$ cat src/rtl/dss_pkg.sv
package dss_pkg;
  // Local phase of one stage within its own cycle
  typedef enum logic [1:0] {
    PH_PRE   = 2'd0,
    PH_EVA   = 2'd1,
    PH_HOLDA = 2'd2,
    PH_HOLDB = 2'd3
  } stage_ph_t;

  localparam int GPH_W = 2;
endpackage

$ cat src/rtl/dss_phase_timer.sv
// Counts cycles inside a phase and holds the captured sequence configuration.
module dss_phase_timer #(
  parameter int LEN_W = 8
) (
  input  logic             clk,
  input  logic             rst,
  input  logic             en,
  input  logic             mode_in,
  input  logic [LEN_W-1:0] len_in,
  input  logic             last_ph,
  output logic             start,
  output logic             tick,
  output logic             mode_q,
  output logic             mode_nx
);
  logic             active_q;
  logic [LEN_W-1:0] len_q;
  logic [LEN_W-1:0] cnt_q;
  logic [LEN_W-1:0] len_eff;
  logic             load;

  assign len_eff = (len_q == '0) ? LEN_W'(1) : len_q;
  assign start   = en & ~active_q;
  assign tick    = en & active_q & (cnt_q == len_eff - LEN_W'(1));
  assign load    = ~en | start | (tick & last_ph);
  assign mode_nx = load ? mode_in : mode_q;

  always_ff @(posedge clk) begin
    if (rst) begin
      active_q <= 1'b0;
      cnt_q    <= '0;
      len_q    <= '0;
      mode_q   <= 1'b0;
    end else begin
      active_q <= en;
      if (~en | start | tick) cnt_q <= '0;
      else                    cnt_q <= cnt_q + LEN_W'(1);
      if (load) begin
        len_q  <= len_in;
        mode_q <= mode_in;
      end
    end
  end
endmodule

$ cat src/rtl/dss_phase_ring.sv
// Global phase counter, 0..2 or 0..3 depending on the captured mode.
module dss_phase_ring
  import dss_pkg::*;
(
  input  logic             clk,
  input  logic             rst,
  input  logic             en,
  input  logic             start,
  input  logic             tick,
  input  logic             four_ph,
  output logic [GPH_W-1:0] g_q,
  output logic [GPH_W-1:0] g_nx,
  output logic             last_ph
);
  assign last_ph = (g_q == (four_ph ? GPH_W'(3) : GPH_W'(2)));

  always_comb begin
    if (~en | start)  g_nx = '0;
    else if (tick)    g_nx = last_ph ? '0 : g_q + GPH_W'(1);
    else              g_nx = g_q;
  end

  always_ff @(posedge clk) begin
    if (rst) g_q <= '0;
    else     g_q <= g_nx;
  end
endmodule

$ cat src/rtl/dss_stage_decode.sv
// Maps the global phase onto one stage's strobes, skewed by its position.
module dss_stage_decode
  import dss_pkg::*;
#(
  parameter int STAGE = 0
) (
  input  logic [GPH_W-1:0] gph,
  input  logic             four_ph,
  output logic             pre_d,
  output logic             eva_d
);
  localparam logic [2:0] OFF3 = 3'(STAGE % 3);
  localparam logic [2:0] OFF4 = 3'(STAGE % 4);

  logic [2:0] per;
  logic [2:0] sum;
  stage_ph_t  lph;

  always_comb begin
    per = four_ph ? 3'd4 : 3'd3;
    sum = {1'b0, gph} + per - (four_ph ? OFF4 : OFF3);
    if (sum >= per) sum = sum - per;
    lph   = stage_ph_t'(sum[1:0]);
    pre_d = (lph == PH_PRE);
    eva_d = (lph == PH_EVA);
  end
endmodule

$ cat src/rtl/dyn_stage_sequencer.sv
module dyn_stage_sequencer
  import dss_pkg::*;
#(
  parameter int NUM_STAGES = 6,
  parameter int LEN_W      = 8
) (
  input  logic                  clk,
  input  logic                  rst,
  input  logic                  en,
  input  logic                  mode_4ph,
  input  logic [LEN_W-1:0]      phase_len,
  output logic [NUM_STAGES-1:0] pre_o,
  output logic [NUM_STAGES-1:0] eva_o,
  output logic [1:0]            phase_idx
);
  logic             start, tick, last_ph;
  logic             mode_act, mode_nx;
  logic [GPH_W-1:0] g_q, g_nx;
  logic [NUM_STAGES-1:0] pre_d, eva_d;

  dss_phase_timer #(.LEN_W(LEN_W)) i_timer (
    .clk(clk), .rst(rst), .en(en), .mode_in(mode_4ph), .len_in(phase_len),
    .last_ph(last_ph), .start(start), .tick(tick),
    .mode_q(mode_act), .mode_nx(mode_nx)
  );

  dss_phase_ring i_ring (
    .clk(clk), .rst(rst), .en(en), .start(start), .tick(tick),
    .four_ph(mode_act), .g_q(g_q), .g_nx(g_nx), .last_ph(last_ph)
  );

  // Decode from next state so the registered strobes line up with phase_idx
  for (genvar k = 0; k < NUM_STAGES; k++) begin : g_stage
    dss_stage_decode #(.STAGE(k)) i_dec (
      .gph(g_nx), .four_ph(mode_nx), .pre_d(pre_d[k]), .eva_d(eva_d[k])
    );
  end

  always_ff @(posedge clk) begin
    if (rst || !en) begin
      pre_o <= '1;
      eva_o <= '0;
    end else begin
      pre_o <= pre_d;
      eva_o <= eva_d;
    end
  end

  assign phase_idx = g_q;
endmodule

$ cat config.mk
export PLATFORM = sky130hd
export DESIGN_NAME = dyn_stage_sequencer
export DESIGN_NICKNAME = d
export VERILOG_FILES = /design/src/rtl/dss_pkg.sv /design/src/rtl/dss_phase_timer.sv /design/src/rtl/dss_phase_ring.sv /design/src/rtl/dss_stage_decode.sv /design/src/rtl/dyn_stage_sequencer.sv
export SDC_FILE = /design/constraint.sdc
export NUM_CORES = 1
export LEC_CHECK = 0
export BUFFER_PORTS_ARGS = -buffer_cell sky130_fd_sc_hd__buf_2
export CAP_MARGIN = 0
export CORE_UTILIZATION = 49
export DETAILED_ROUTE_END_ITERATION = 7
export HOLD_SLACK_MARGIN = 0.05
export PLACE_DENSITY = 0.76
export SLEW_MARGIN = 10
export SYNTH_ARGS = -nofsm -noshare
export SYNTH_HDL_FRONTEND = slang
export SYNTH_HIERARCHICAL = 1
export SYNTH_SLANG_ARGS = --single-unit
$ cat constraint.sdc
create_clock -name clk -period 8.1 [get_ports clk]
set_input_delay 1.62 -clock clk [delete_from_list [all_inputs] [get_ports clk]]
set_output_delay 1.62 -clock clk [all_outputs]
set_load 0.1 [all_outputs]
== Word level (Yosys, flattened, before mapping) ==
Index checks and enable logic that the tools add are counted.
Word-level totals
  input bits: 12
  flip-flop bits (word level): 32
  memories kept: 0
  latch bits: 0
  bits in writable memories: 0
  word-level logic and storage cells: 71
  output and inout port bits: 14
  memory bits (read-only): 0
Cells by class
  divide/modulo/power cells: 0
  shift-type cells: 0
  muxes and demuxes: 16
  bitwise gates (word level): 9
  reductions and logical operators: 10
  $add $sub $neg: 15
  order comparisons: 6
  $mul: 0
  equal/unequal tests: 8
Operators by type and width (count)
  $mux W2: 11
  $ge A3 B3 Y1: 6
  $eq A2 B1 Y1 const B: 6
  $logic_not A2 Y1: 6
  $sub A2 B2 Y2: 6
  $add A8 B1 Y8 const B: 1
  $eq A8 B8 Y1: 1
  $logic_not A8 Y1: 1
  $mux W8: 1
  $sub A8 B1 Y8 const B: 1
  $sub A3 B2 Y3: 2
  $and A1 B1 Y1: 4
  $add A2 B3 Y3: 1
  $mux W1: 3
  $mux W3: 1
  $or A1 B1 Y1: 3
  $sub A3 B1 Y3: 1
  $sub A3 B1 Y3 const B: 1
  $sub A3 B2 Y3 const B: 1
  $add A2 B1 Y2 const B: 1
  $eq A2 B2 Y1: 1
  $not A1 Y1: 2
  $reduce_or A2 Y1: 1
  $logic_not A1 Y1: 1
  $logic_or A1 B1 Y1: 1

== Longest topological paths before layout ==
Gate-level depths: netlist (run 1).
  word-level depth: 14
  mapped depth: 22

== Cells and area by module ==
The synthesis (run 1) kept the hierarchy.
Modules (own cells, without submodules)
  dss_phase_timer: cells an instance 121, seq. area each 360.3 µm², instances 1, area each 1082.3 µm²
  dyn_stage_sequencer: cells an instance 26, seq. area each 240.2 µm², instances 1, area each 369.1 µm²
  dss_stage_decode at g_stage[1].i_dec: cells an instance 26, seq. area each 0.0 µm², instances 1, area each 196.4 µm²
  dss_stage_decode at g_stage[0].i_dec: cells an instance 22, seq. area each 0.0 µm², instances 1, area each 183.9 µm²
  dss_stage_decode at g_stage[2].i_dec: cells an instance 22, seq. area each 0.0 µm², instances 1, area each 173.9 µm²
  dss_stage_decode at g_stage[4].i_dec: cells an instance 23, seq. area each 0.0 µm², instances 1, area each 168.9 µm²
  dss_stage_decode at g_stage[3].i_dec: cells an instance 21, seq. area each 0.0 µm², instances 1, area each 155.1 µm²
  dss_phase_ring: cells an instance 17, seq. area each 40.0 µm², instances 1, area each 138.9 µm²
  dss_stage_decode at g_stage[5].i_dec: cells an instance 16, seq. area each 0.0 µm², instances 1, area each 131.4 µm²

== Worst setup path after synthesis (run 1) ==
OpenSTA, ideal clock, no wires.
  path kind: input -> register
  start point: in en
  end point: reg pre_o[0]
  stages: 16
  setup time: 0.127 ns
  arrival time: 5.265 ns
  path slack: 2.708 ns
  buffers on the path: 0
  cell sequence: nand2_1 nor2_1 o21ai_0 nor4_2 and3_2 nor2b_1 a21oi_1 nor2_1 ha_1 fa_1 ha_1 nor2b_1 a21oi_4 nor2_2 a221o_1 or3b_1
Between the ends
  elaborated cells between the ends (all ways): 18
  classes of those cells: 2 x add/sub; 1 x order compare; 5 x mux; 7 x bitwise; 3 x reduce/logical
RTL lines
  start, declared: line dyn_stage_sequencer.sv:9  | input logic en,
  $and A1 B1 Y1 * (2 in series): line dss_phase_timer.sv:24  | assign tick = en & active_q & (cnt_q == len_eff - LEN_W'(1));
  via tick: line dyn_stage_sequencer.sv:16  | logic start, tick, last_ph;
  $mux W2 *: line dss_phase_ring.sv:19  | else if (tick) g_nx = last_ph ? '0 : g_q + GPH_W'(1);
  $mux W2 *: line dss_phase_ring.sv:18  | if (~en | start) g_nx = '0;
  via g_nx[0]: line dyn_stage_sequencer.sv:18  | logic [GPH_W-1:0] g_q, g_nx;
  $add A2 B3 Y3 *: line dss_stage_decode.sv:21  | sum = {1'b0, gph} + per - (four_ph ? OFF4 : OFF3);
  $ge A3 B3 Y1 / $sub A2 B2 Y2 (equally long branches): line dss_stage_decode.sv:22  | if (sum >= per) sum = sum - per;
  $mux W2 *: line dss_stage_decode.sv:22
  $logic_not A2 Y1 *: line dss_stage_decode.sv:24  | pre_d = (lph == PH_PRE);
  via pre_d[0]: line dyn_stage_sequencer.sv:19  | logic [NUM_STAGES-1:0] pre_d, eva_d;
  end signal, assigned: line dyn_stage_sequencer.sv:44  | pre_o <= pre_d;
  end, declared: line dyn_stage_sequencer.sv:12  | output logic [NUM_STAGES-1:0] pre_o,
The timed path passes the listed nets; every way through them passes the cells marked *.
A chain may end at the register's enable or synchronous reset.

== Final worst setup path (run 1) ==
  start point: in en
  end point: reg pre_o[0]
Between the ends
  cells in the longest elaborated chain, start to end: 10
  elaborated cells between the ends (all ways): 18
  classes of those cells: 2 x add/sub; 1 x order compare; 5 x mux; 7 x bitwise; 3 x reduce/logical
Ends and longest elaborated chain
  $and A1 B1 Y1 (2 in series): line dss_phase_timer.sv:24
  $and A1 B1 Y1: line dss_phase_timer.sv:25  | assign load = ~en | start | (tick & last_ph);
  $or A1 B1 Y1 *: line dss_phase_timer.sv:25
  $mux W1 *: line dss_phase_timer.sv:26  | assign mode_nx = load ? mode_in : mode_q;
  via mode_nx: line dyn_stage_sequencer.sv:17  | logic mode_act, mode_nx;
  $mux W3 *: line dss_stage_decode.sv:20  | per = four_ph ? 3'd4 : 3'd3;
  $add A2 B3 Y3: line dss_stage_decode.sv:21
  $ge A3 B3 Y1 / $sub A2 B2 Y2 (equally long branches): line dss_stage_decode.sv:22
  $mux W2 *: line dss_stage_decode.sv:22
  $logic_not A2 Y1 *: line dss_stage_decode.sv:24
  via pre_d[0]: line dyn_stage_sequencer.sv:19
Marked as above.

==> results of run 1 <==
## final timing paths
kind	endpoint	start	slack, ns	cells past startpoint
worst max-delay path	pre_o[0]$_SDFF_PP1_	en	2.58	17
worst min-delay path	i_timer/len_q[0]$_SDFFE_PP0P_	i_timer/len_q[0]$_SDFFE_PP0P_	0.51	2
worst max register to register	pre_o[0]$_SDFF_PP1_	i_timer/len_q[4]$_SDFFE_PP0P_	2.82	19
worst min register to register	i_timer/len_q[0]$_SDFFE_PP0P_	i_timer/len_q[0]$_SDFFE_PP0P_	0.51	2
## final cells by class
type | instances | area [um2] | area share, %
multi-input combinational | 231 | 1820 | 63.6
sequential | 32 | 641 | 22.4
timing repair buffer | 27 | 140 | 4.91
clock buffer | 8 | 90.1 | 3.15
tap | 70 | 87.6 | 3.07
inverter | 22 | 82.6 | 2.89
## stage by stage
step | hold slack, ns | cell area (um2)
after floorplan | 0.459 | 2600
after global placement | 0.494 | 2770
after detailed placement | 0.497 | 2770
after CTS | 0.515 | 2860
after global routing | 0.545 | 2860
final | 0.508 | 2860
## layer usage
metal	part of all wire, %	routed length, um	vias up
li1	-	-	1102
met1	45	2230	993
met2	50	2510	32
met3	3.0	148	8
met4	1.5	76	0
met5	0	0	-
## report_power, final
group	internal, mW	switching, mW
Clock	0.0693	0.0576
Combinational	0.0514	0.0838
Sequential	0.165	0.00640
## cell families after synthesis
kind of cell               count (synthesis)  synth area share (%)
and+or+nand+nor                          117                  27.9
AOI/OAI and AO/OA                         63                  18.6
DFF                                       32                  24.6
buffers and inverters                     31                  5.53
muxes                                     10                  4.04
xor gates and xnor gates                  15                  5.34
adders and majority gates                 26                  14.0
## cell usage in the layout (no fill, tap or decap), types with 3 or more instances in the layout
master / Yosys / routed
dfxtp_1: 32 / 32
buf_2: 0 / 25
nand2b_1: 24 / 24
inv_1: 22 / 22
nor2_1: 22 / 22
ha_1: 21 / 21
nor2b_1: 12 / 12
nand2_1: 12 / 12
a21oi_1: 11 / 11
mux2i_1: 9 / 9
nand3_1: 7 / 7
xnor2_1: 7 / 7
xor2_1: 7 / 7
clkbuf_8: 0 / 6
o21ai_0: 6 / 6
or3b_1: 5 / 5
fa_1: 5 / 5
and3b_2: 4 / 4
a31oi_1: 4 / 4
a21o_1: 3 / 3
nor3_1: 3 / 3
a211oi_1: 3 / 3
o21a_1: 3 / 3
and3_1: 3 / 3
nor4_1: 3 / 3
## flip-flops by register name, summed over array words and instances (netlist names)
name,cells
i_timer/cnt_q,8
i_timer/active_q,1
i_timer/len_q,8
pre_o,6
eva_o,6
i_timer/mode_q,1
i_ring/g_q,2
## critical path, cell delays in order
cell,delay (ns)
buf_2,0.21
nand2_1,0.14
nor2_1,0.11
o21ai_0,0.10
nor4_2,0.33
a41oi_1,0.15
buf_4,0.21
mux2_4,0.45
inv_1,0.19
ha_1,0.26
fa_1,0.48
ha_1,0.35
nor2b_1,0.18
a21oi_4,0.14
nor2_2,0.05
a221o_1,0.34
or3b_1,0.34
==> impl_metrics.py, run 1 <==
metrics = {
    "detailed_routing": {
        "drt-total-wl_um": 4960,
        "viasPerCell": 5.47,
        "vias": 2135,
        "drc": 0,
        "antenna_left": 0,
        "drt-pass1-iter-count": 5,
        "drtIter0Drc": 61,
        "wl_per_cell_um": 12.7,
    },
    "floorplanning": {
        "rows": 26,
        "die_area_um2": 5600,
        "die_h_um": 74.8,
        "start_util_pct": 50.9,
        "pin_count": 26,
        "core-area_um2": 5110,
        "die_w_um": 74.8,
    },
    "critical_path": {
        "cp-start-kind": "input pin",
        "path_max_fanout": 26,
        "worst_ep_arrival_time_ns": 5.68,
        "path_class": "input pin to flip-flop",
        "end_kind": "flip-flop",
        "crit_required_ns": 8.26,
    },
    "synth": {
        "yosysSeqAreaShare_pct": 24.6,
        "synth_top_area_share_pct": 24.6,
        "synthFlopType": "dfxtp_1",
        "synth_most_common_cell": "dfxtp_1",
        "synth_enable_flop_cells": 0,
        "synth_cell_type_count": 75,
        "synth.cell_area_um2": 2600,
        "synth_warnings": 6,
        "syn_inst": 294,
        "avgSynthCellArea_um2": 8.84,
        "synthArstFlopShare_pct": 0,
        "synthTopCellsByCount": "dfxtp_1, nand2b_1, inv_1, nor2_1, ha_1",
        "synth_top_area_cell": "dfxtp_1",
        "synth_area_leaders": "dfxtp_1, ha_1, nand2b_1",
        "syn_nets": 332,
        "ys_ff_latch": 32,
    },
    "global_route": {
        "busiest_layer": "met2",
        "grt_antenna_before_repair": 0,
        "grtUsageMet2_pct": 36.6,
        "grt_pass1_wl_um": 8670,
        "met3_usage_pct": 4.02,
        "grtUsageMet1_pct": 23.7,
        "grt_pass1_vias": 2048,
        "overflow": 0,
        "grt_max_degree": 35,
        "grt_use_total_pct": 20.3,
    },
    "timing": {
        "rsz0062_at_grt": "false",
        "slew_violations": 0,
        "timing.final.crit_share_pct": 68.2,
        "worst_slew_pin_slew_ns": 0.864,
        "layout_setup_ws_ns": 2.58,
        "slew_headroom_pct": 42.4,
        "finClkSkew_ns": 0.00374,
        "fin_crit_ns": 5.52,
        "finalHoldViolCount": 0,
        "finalSetupViolations": 0,
        "finalSetupTns_ns": 0,
        "max_freq_mhz": 181,
    },
    "clock_network": {
        "insertion_delay_ns": 0.28,
        "post_cts_buffers": 0,
        "cts_buffer_depth": 2,
        "cts_resized": 0,
        "path_clk_slew_ns": 0.07,
        "cts_tree": "built",
        "clock-root-buffer": "clkbuf_8",
        "cts_hold_buf": 0,
        "cts_sinks": 32,
        "numCtsBuffers": 5,
        "htreeDepth": 2,
    },
    "place": {
        "gp_congestion": 0.824,
        "place_ws_ns": 2.30,
        "hpwl_um": 3710,
        "dp_cells": 382,
        "io_buffers": 25,
    },
    "cells_and_area": {
        "antennaDiodeCount": 0,
        "post-route-util_pct": 55.9,
        "syn_to_final_growth_pct": 9.87,
        "finalNetCount": 357,
        "drive_above_1_share_pct": 17.8,
        "fill_cells": 482,
        "layoutNonFillerInstCount": 390,
    },
    "job": {
        "cap_violations": 0,
    },
    "power_and_ir_drop": {
        "leakagePower_nw": 1.20,
        "vdd_ir_drop_max_mv": 0.0562,
        "design_power_total_uw": 433,
        "powerDensity_nw_per_um2": 152,
    },
    "status": {
        "status": "completed",
    },
    "min_path": {
        "hold_class": "flip-flop to flip-flop",
    },
}
(Power assumes the default switching activity.)
==> run 2, diff against run 1 <==
PLACE_DENSITY = 0.79   (was 0.76)
clock period = 5 ns   (was 8.1 ns; I/O delays follow)
==> run 2 against run 1 <==
Effect of this change: global-route usage rose by 0.056 points; worst setup slack got worse by 2.3 ns; routed wire length rose by 5.4%; design area increased by 4.8%; largest power group unchanged.
==> impl_metrics.py, run 2 (synthesized netlist as in run 1, its figures left out) <==
metrics = {
    "status": {
        "status": "completed",
    },
    "cells_and_area": {
        "syn_to_final_growth_pct": 15.2,
        "finalNetCount": 366,
        "antennaDiodeCount": 0,
        "layoutNonFillerInstCount": 398,
        "drive_above_1_share_pct": 22.6,
        "mostFrequentLayoutCells": "dfxtp_1, buf_2, nand2b_1",
        "final_common_cell": "dfxtp_1",
        "reg_top3": "i_timer/cnt_q: 8 flops, i_timer/len_q: 8 flops",
    },
    "clock_network": {
        "htreeDepth": 2,
        "cts_sinks": 32,
        "cts_tree": "built",
        "numCtsBuffers": 5,
        "clock-root-buffer": "clkbuf_8",
        "insertion_delay_ns": 0.29,
        "path_clk_slew_ns": 0.07,
        "cts_buffer_depth": 2,
    },
    "floorplanning": {
        "die_h_um": 74.8,
        "pin_count": 26,
        "rows": 26,
        "die_w_um": 74.8,
        "start_util_pct": 50.9,
        "die_area_um2": 5600,
        "core-area_um2": 5110,
    },
    "detailed_routing": {
        "viasPerCell": 5.54,
        "drtIter0Drc": 177,
        "drt-total-wl_um": 5230,
        "vias": 2206,
        "drc": 0,
        "antenna_left": 0,
        "drt-pass1-iter-count": 4,
        "wl_per_cell_um": 13.1,
    },
    "timing": {
        "finalSetupViolations": 0,
        "slew_violations": 0,
        "timing.final.crit_share_pct": 95.4,
        "fin_crit_ns": 4.77,
        "finClkSkew_ns": 0.00435,
        "slew_headroom_pct": 64.0,
        "max_freq_mhz": 210,
        "worst_slew_pin_slew_ns": 0.533,
        "finalHoldViolCount": 0,
    },
    "global_route": {
        "overflow": 0,
        "grt_use_total_pct": 20.3,
        "grt_max_degree": 35,
        "grt_antenna_before_repair": 0,
        "grt_pass1_wl_um": 8740,
        "grt_pass1_vias": 1961,
    },
    "critical_path": {
        "path_max_fanout": 6,
        "crit_slowest_cell": "fa_2",
        "path_cells": "nor4_4, a21oi_1, ha_1, xnor2_1, nor2_1, o21ai_0, nor4_2, a41oi_2, mux2_4, inv_1, ha_2, fa_2, ha_4, or2_4, a21oi_4, nor2_2, a221o_1, or3b_1",
        "cp-start-kind": "flip-flop",
        "end_kind": "flip-flop",
        "worst_ep_arrival_time_ns": 4.94,
        "cp_slowest_stage_delay_ns": 0.50,
        "path_class": "flip-flop to flip-flop",
        "crit_required_ns": 5.17,
    },
    "job": {
        "cap_violations": 0,
    },
    "power_and_ir_drop": {
        "design_power_total_uw": 710,
        "leakagePower_nw": 1.24,
        "powerDensity_nw_per_um2": 237,
        "vdd_ir_drop_max_mv": 0.130,
    },
    "place": {
        "io_buffers": 25,
        "hpwl_um": 3890,
        "gp_congestion": 0.937,
        "dp_cells": 390,
    },
    "min_path": {
        "hold_class": "flip-flop to flip-flop",
    },
}
run 2: cell types whose count changed in the layout (fill, tap and decap cells not counted), sizes merged:
cell,delta
buf,+9
clkinv,+1
clkbuf,-2
run 2: layout make-up:
class | instances | area, um2
clock buffer | 6 | 72.6
clock inverter | 1 | 5.00
fill | 459 | 2110
inverter | 22 | 82.6
multi-input combinational | 231 | 1900
sequential | 32 | 641
tap | 70 | 87.6
timing repair buffer | 36 | 208
run 2: timing repair:
action | in CTS | in global routing
setup endpoints to repair | 0 | 6
gates resized for setup | 0 | 10
hold buffers | 0 | 0
buffers inserted | 0 | 1
run 2: through the flow:
stage	TNS, ns	area (um2)	hold slack (ns)	setup WS [ns]	utilization, %
final	0	2990	0.525	0.229	58.6
after floorplan	0	2600	0.459	0.0687	-
after CTS	0	2910	0.528	0.0334	56.9
after detailed placement	0	2830	0.506	0.0531	55.4
after global routing	-0.0374	2990	0.553	-0.0362	58.6
after global placement	0	2830	0.497	0.209	55.4
run 2: worst max-delay path, delay by kind of cell, from the launching register on:
kind | cells | cell delay [ns]
AOI/OAI and AO/OA | 5 | 0.93
xor gates and xnor gates | 1 | 0.12
adders and majority gates | 4 | 1.27
buffers and inverters | 1 | 0.15
DFF | 1 | 0.37
muxes | 1 | 0.36
and+or+nand+nor | 6 | 1.44
run 2: final timing paths:
kind,start,slack (ns),endpoint,depth (start not counted)
max,i_timer/len_q[3]$_SDFFE_PP0P_,0.23,pre_o[0]$_SDFF_PP1_,18
min reg2reg,i_timer/mode_q$_SDFF_PP0_,0.53,i_timer/mode_q$_SDFF_PP0_,2
min,i_timer/mode_q$_SDFF_PP0_,0.53,i_timer/mode_q$_SDFF_PP0_,2
max reg2reg,i_timer/len_q[3]$_SDFFE_PP0P_,0.23,pre_o[0]$_SDFF_PP1_,18
run 2: metal layers:
metal | vias up | GRT usage (%) | share of wire (%)
met5 | - | 0 | 0
met4 | 0 | 9.22 | 2.3
met3 | 12 | 3.75 | 3.4
met2 | 52 | 30.4 | 45
met1 | 1030 | 28.4 | 50
li1 | 1112 | - | -
run 2: power by group:
part	switching [mW]	total, mW	leakage, nW	internal, mW
logic	0.145	0.241	0.937	0.0961
registers	0.00823	0.275	0.262	0.266
clock network	0.0998	0.194	0.0410	0.0947
==> run 3, diff against run 2 <==
REMOVE_ABC_BUFFERS = 1   (was not set)
==> run 3 against run 2 <==
Effect of this change: design area rose by 1.6%; clock power rose by 41%; count of clock-buffer cells in the layout rose by 1; sequential share of layout area fell by 0.30 points; global-route usage fell by 0.83 points; final cell count rose by 0.75%; worst setup slack got worse by 0.013 ns; register-to-register slack barely moved; routed wire length rose by 2.4%; sequential power barely moved; first-iteration DRC count fell by 63%; largest cell class unchanged; highest routed layer unchanged.
==> impl_metrics.py, run 3 (synthesized netlist as in run 1, its figures left out) <==
metrics = {
    "status": {
        "status": "completed",
    },
    "clock_network": {
        "numCtsBuffers": 5,
        "cts_buffer_depth": 2,
        "clock-root-buffer": "clkbuf_8",
        "path_clk_slew_ns": 0.07,
        "htreeDepth": 2,
        "insertion_delay_ns": 0.28,
        "cts_tree": "built",
        "cts_hold_buf": 0,
        "cts_sinks": 32,
    },
    "detailed_routing": {
        "antenna_left": 0,
        "drt-total-wl_um": 5360,
        "drtIter0Drc": 66,
        "drc": 0,
        "vias": 2235,
        "drt-pass1-iter-count": 5,
        "wl_per_cell_um": 13.4,
        "viasPerCell": 5.57,
    },
    "global_route": {
        "grt_antenna_before_repair": 0,
        "grt_pass1_vias": 2071,
        "grt_max_degree": 35,
        "grt_pass1_wl_um": 8540,
        "overflow": 0,
        "grt_use_total_pct": 19.5,
    },
    "power_and_ir_drop": {
        "p_int_uw": 539,
        "p_sw_share_pct": 31.9,
        "clockPowerShare_pct": 34.5,
        "design_power_total_uw": 792,
        "powerDensity_nw_per_um2": 260,
        "p_comb_share_pct": 30.4,
        "switching_power_uw": 253,
        "vdd_ir_drop_max_mv": 0.145,
        "seqPwrFrac_pct": 35.1,
        "leakagePower_nw": 1.27,
    },
    "cells_and_area": {
        "antennaDiodeCount": 0,
        "mostFrequentLayoutCells": "dfxtp_1, buf_2, nand2b_1",
        "layoutNonFillerInstCount": 401,
        "post-route-util_pct": 59.6,
        "reg_top3": "i_timer/cnt_q: 8 flops, i_timer/len_q: 8 flops",
        "syn_to_final_growth_pct": 17.0,
        "drive_above_1_share_pct": 23.9,
        "finalNetCount": 368,
        "final_common_cell": "dfxtp_1",
    },
    "floorplanning": {
        "rows": 26,
        "die_h_um": 74.8,
        "core-area_um2": 5110,
        "start_util_pct": 50.9,
        "die_w_um": 74.8,
        "pin_count": 26,
        "die_area_um2": 5600,
    },
    "job": {
        "cap_violations": 0,
    },
    "place": {
        "io_buffers": 25,
        "hpwl_um": 3830,
        "dp_cells": 388,
        "gp_congestion": 0.859,
    },
    "critical_path": {
        "path_max_fanout": 10,
        "crit_required_ns": 5.17,
        "path_cells": "nor4_4, a21oi_2, ha_1, xnor2_1, nor2_1, o21ai_0, nor4_2, a41oi_1, mux2_4, inv_2, ha_2, fa_1, ha_1, nor2b_1, a21oi_4, nor2_2, a221o_1, or3b_1",
        "worst_ep_arrival_time_ns": 4.95,
        "cp_common_cell": "ha_1",
        "startpoint": "i_timer/len_q[2]$_SDFFE_PP0P_",
        "path_class": "flip-flop to flip-flop",
        "crit_buf_inv": 1,
        "cp-start-kind": "flip-flop",
        "timing.rr.start": "i_timer/len_q[2]$_SDFFE_PP0P_",
        "cp_slowest_stage_delay_ns": 0.47,
        "end_kind": "flip-flop",
        "crit_slowest_cell": "fa_1",
        "cp_top_family": "adder cells",
    },
    "timing": {
        "finalSetupViolations": 0,
        "fin_crit_ns": 4.78,
        "worst_slew_pin_slew_ns": 0.498,
        "finalHoldViolCount": 0,
        "rsz0062_at_grt": "true",
        "max_freq_mhz": 209,
        "slew_violations": 0,
        "finClkSkew_ns": 0.00960,
        "timing.final.crit_share_pct": 95.7,
        "slew_headroom_pct": 67.0,
    },
    "min_path": {
        "hold_class": "flip-flop to flip-flop",
        "hp-start": "i_timer/cnt_q[0]$_SDFF_PP0_",
    },
}
==> run 3: final timing paths <==
path | end | slack [ns] | cells past startpoint
worst max-delay path | pre_o[0]$_SDFF_PP1_ | 0.22 | 18
worst min-delay path | i_timer/cnt_q[0]$_SDFF_PP0_ | 0.52 | 1
worst max register to register | pre_o[0]$_SDFF_PP1_ | 0.22 | 18
worst min register to register | i_timer/cnt_q[0]$_SDFF_PP0_ | 0.52 | 1
==> run 3: power groups by stage <==
stage	Sequential (mW)	Clock [mW]	Combinational, mW
after floorplan	0.325	0	0.135
after global placement	0.281	0	0.217
after detailed placement	0.281	0	0.223
after CTS	0.276	0.278	0.225
after global routing	0.279	0.291	0.262
final	0.278	0.273	0.241
==> run 3: layout make-up <==
| type | instances | area, um2 |
|---|---|---|
| fill | 447 | 2060 |
| multi-input combinational | 231 | 1880 |
| sequential | 32 | 642 |
| timing repair buffer | 38 | 223 |
| clock buffer | 7 | 96.3 |
| tap | 70 | 87.6 |
| inverter | 22 | 82.6 |
| clock inverter | 1 | 30.0 |
==> run 3: repair_timing <==
item                       4_1_cts  5_1_grt
pin swaps                        0        3
resized for setup                2       10
setup buffers                    0        5
setup endpoints to repair        3        6
==> run 3: metrics by stage <==
| stage | hold WS (ns) | setup TNS (ns) | setup slack (ns) | cell area, um2 |
|---|---|---|---|---|
| floorplan | 0.459 | -0.395 | -0.272 | 2540 |
| global placement | 0.499 | 0 | 0.176 | 2810 |
| detailed placement | 0.506 | -0.0452 | -0.0239 | 2810 |
| CTS | 0.521 | 0 | 0.0805 | 2950 |
| global route | 0.569 | -0.0879 | -0.0542 | 3040 |
| finish | 0.517 | 0 | 0.217 | 3040 |
==> run 3: metal layers <==
metal / share of wire (%) / vias up / GRT usage [%] / routed length (um)
li1: - / 1116 / - / -
met1: 44 / 1073 / 21.6 / 2380
met2: 52 / 37 / 37.5 / 2780
met3: 2.6 / 9 / 4.55 / 140
met4: 1.1 / 0 / 4.40 / 61
met5: 0 / - / 0 / 0
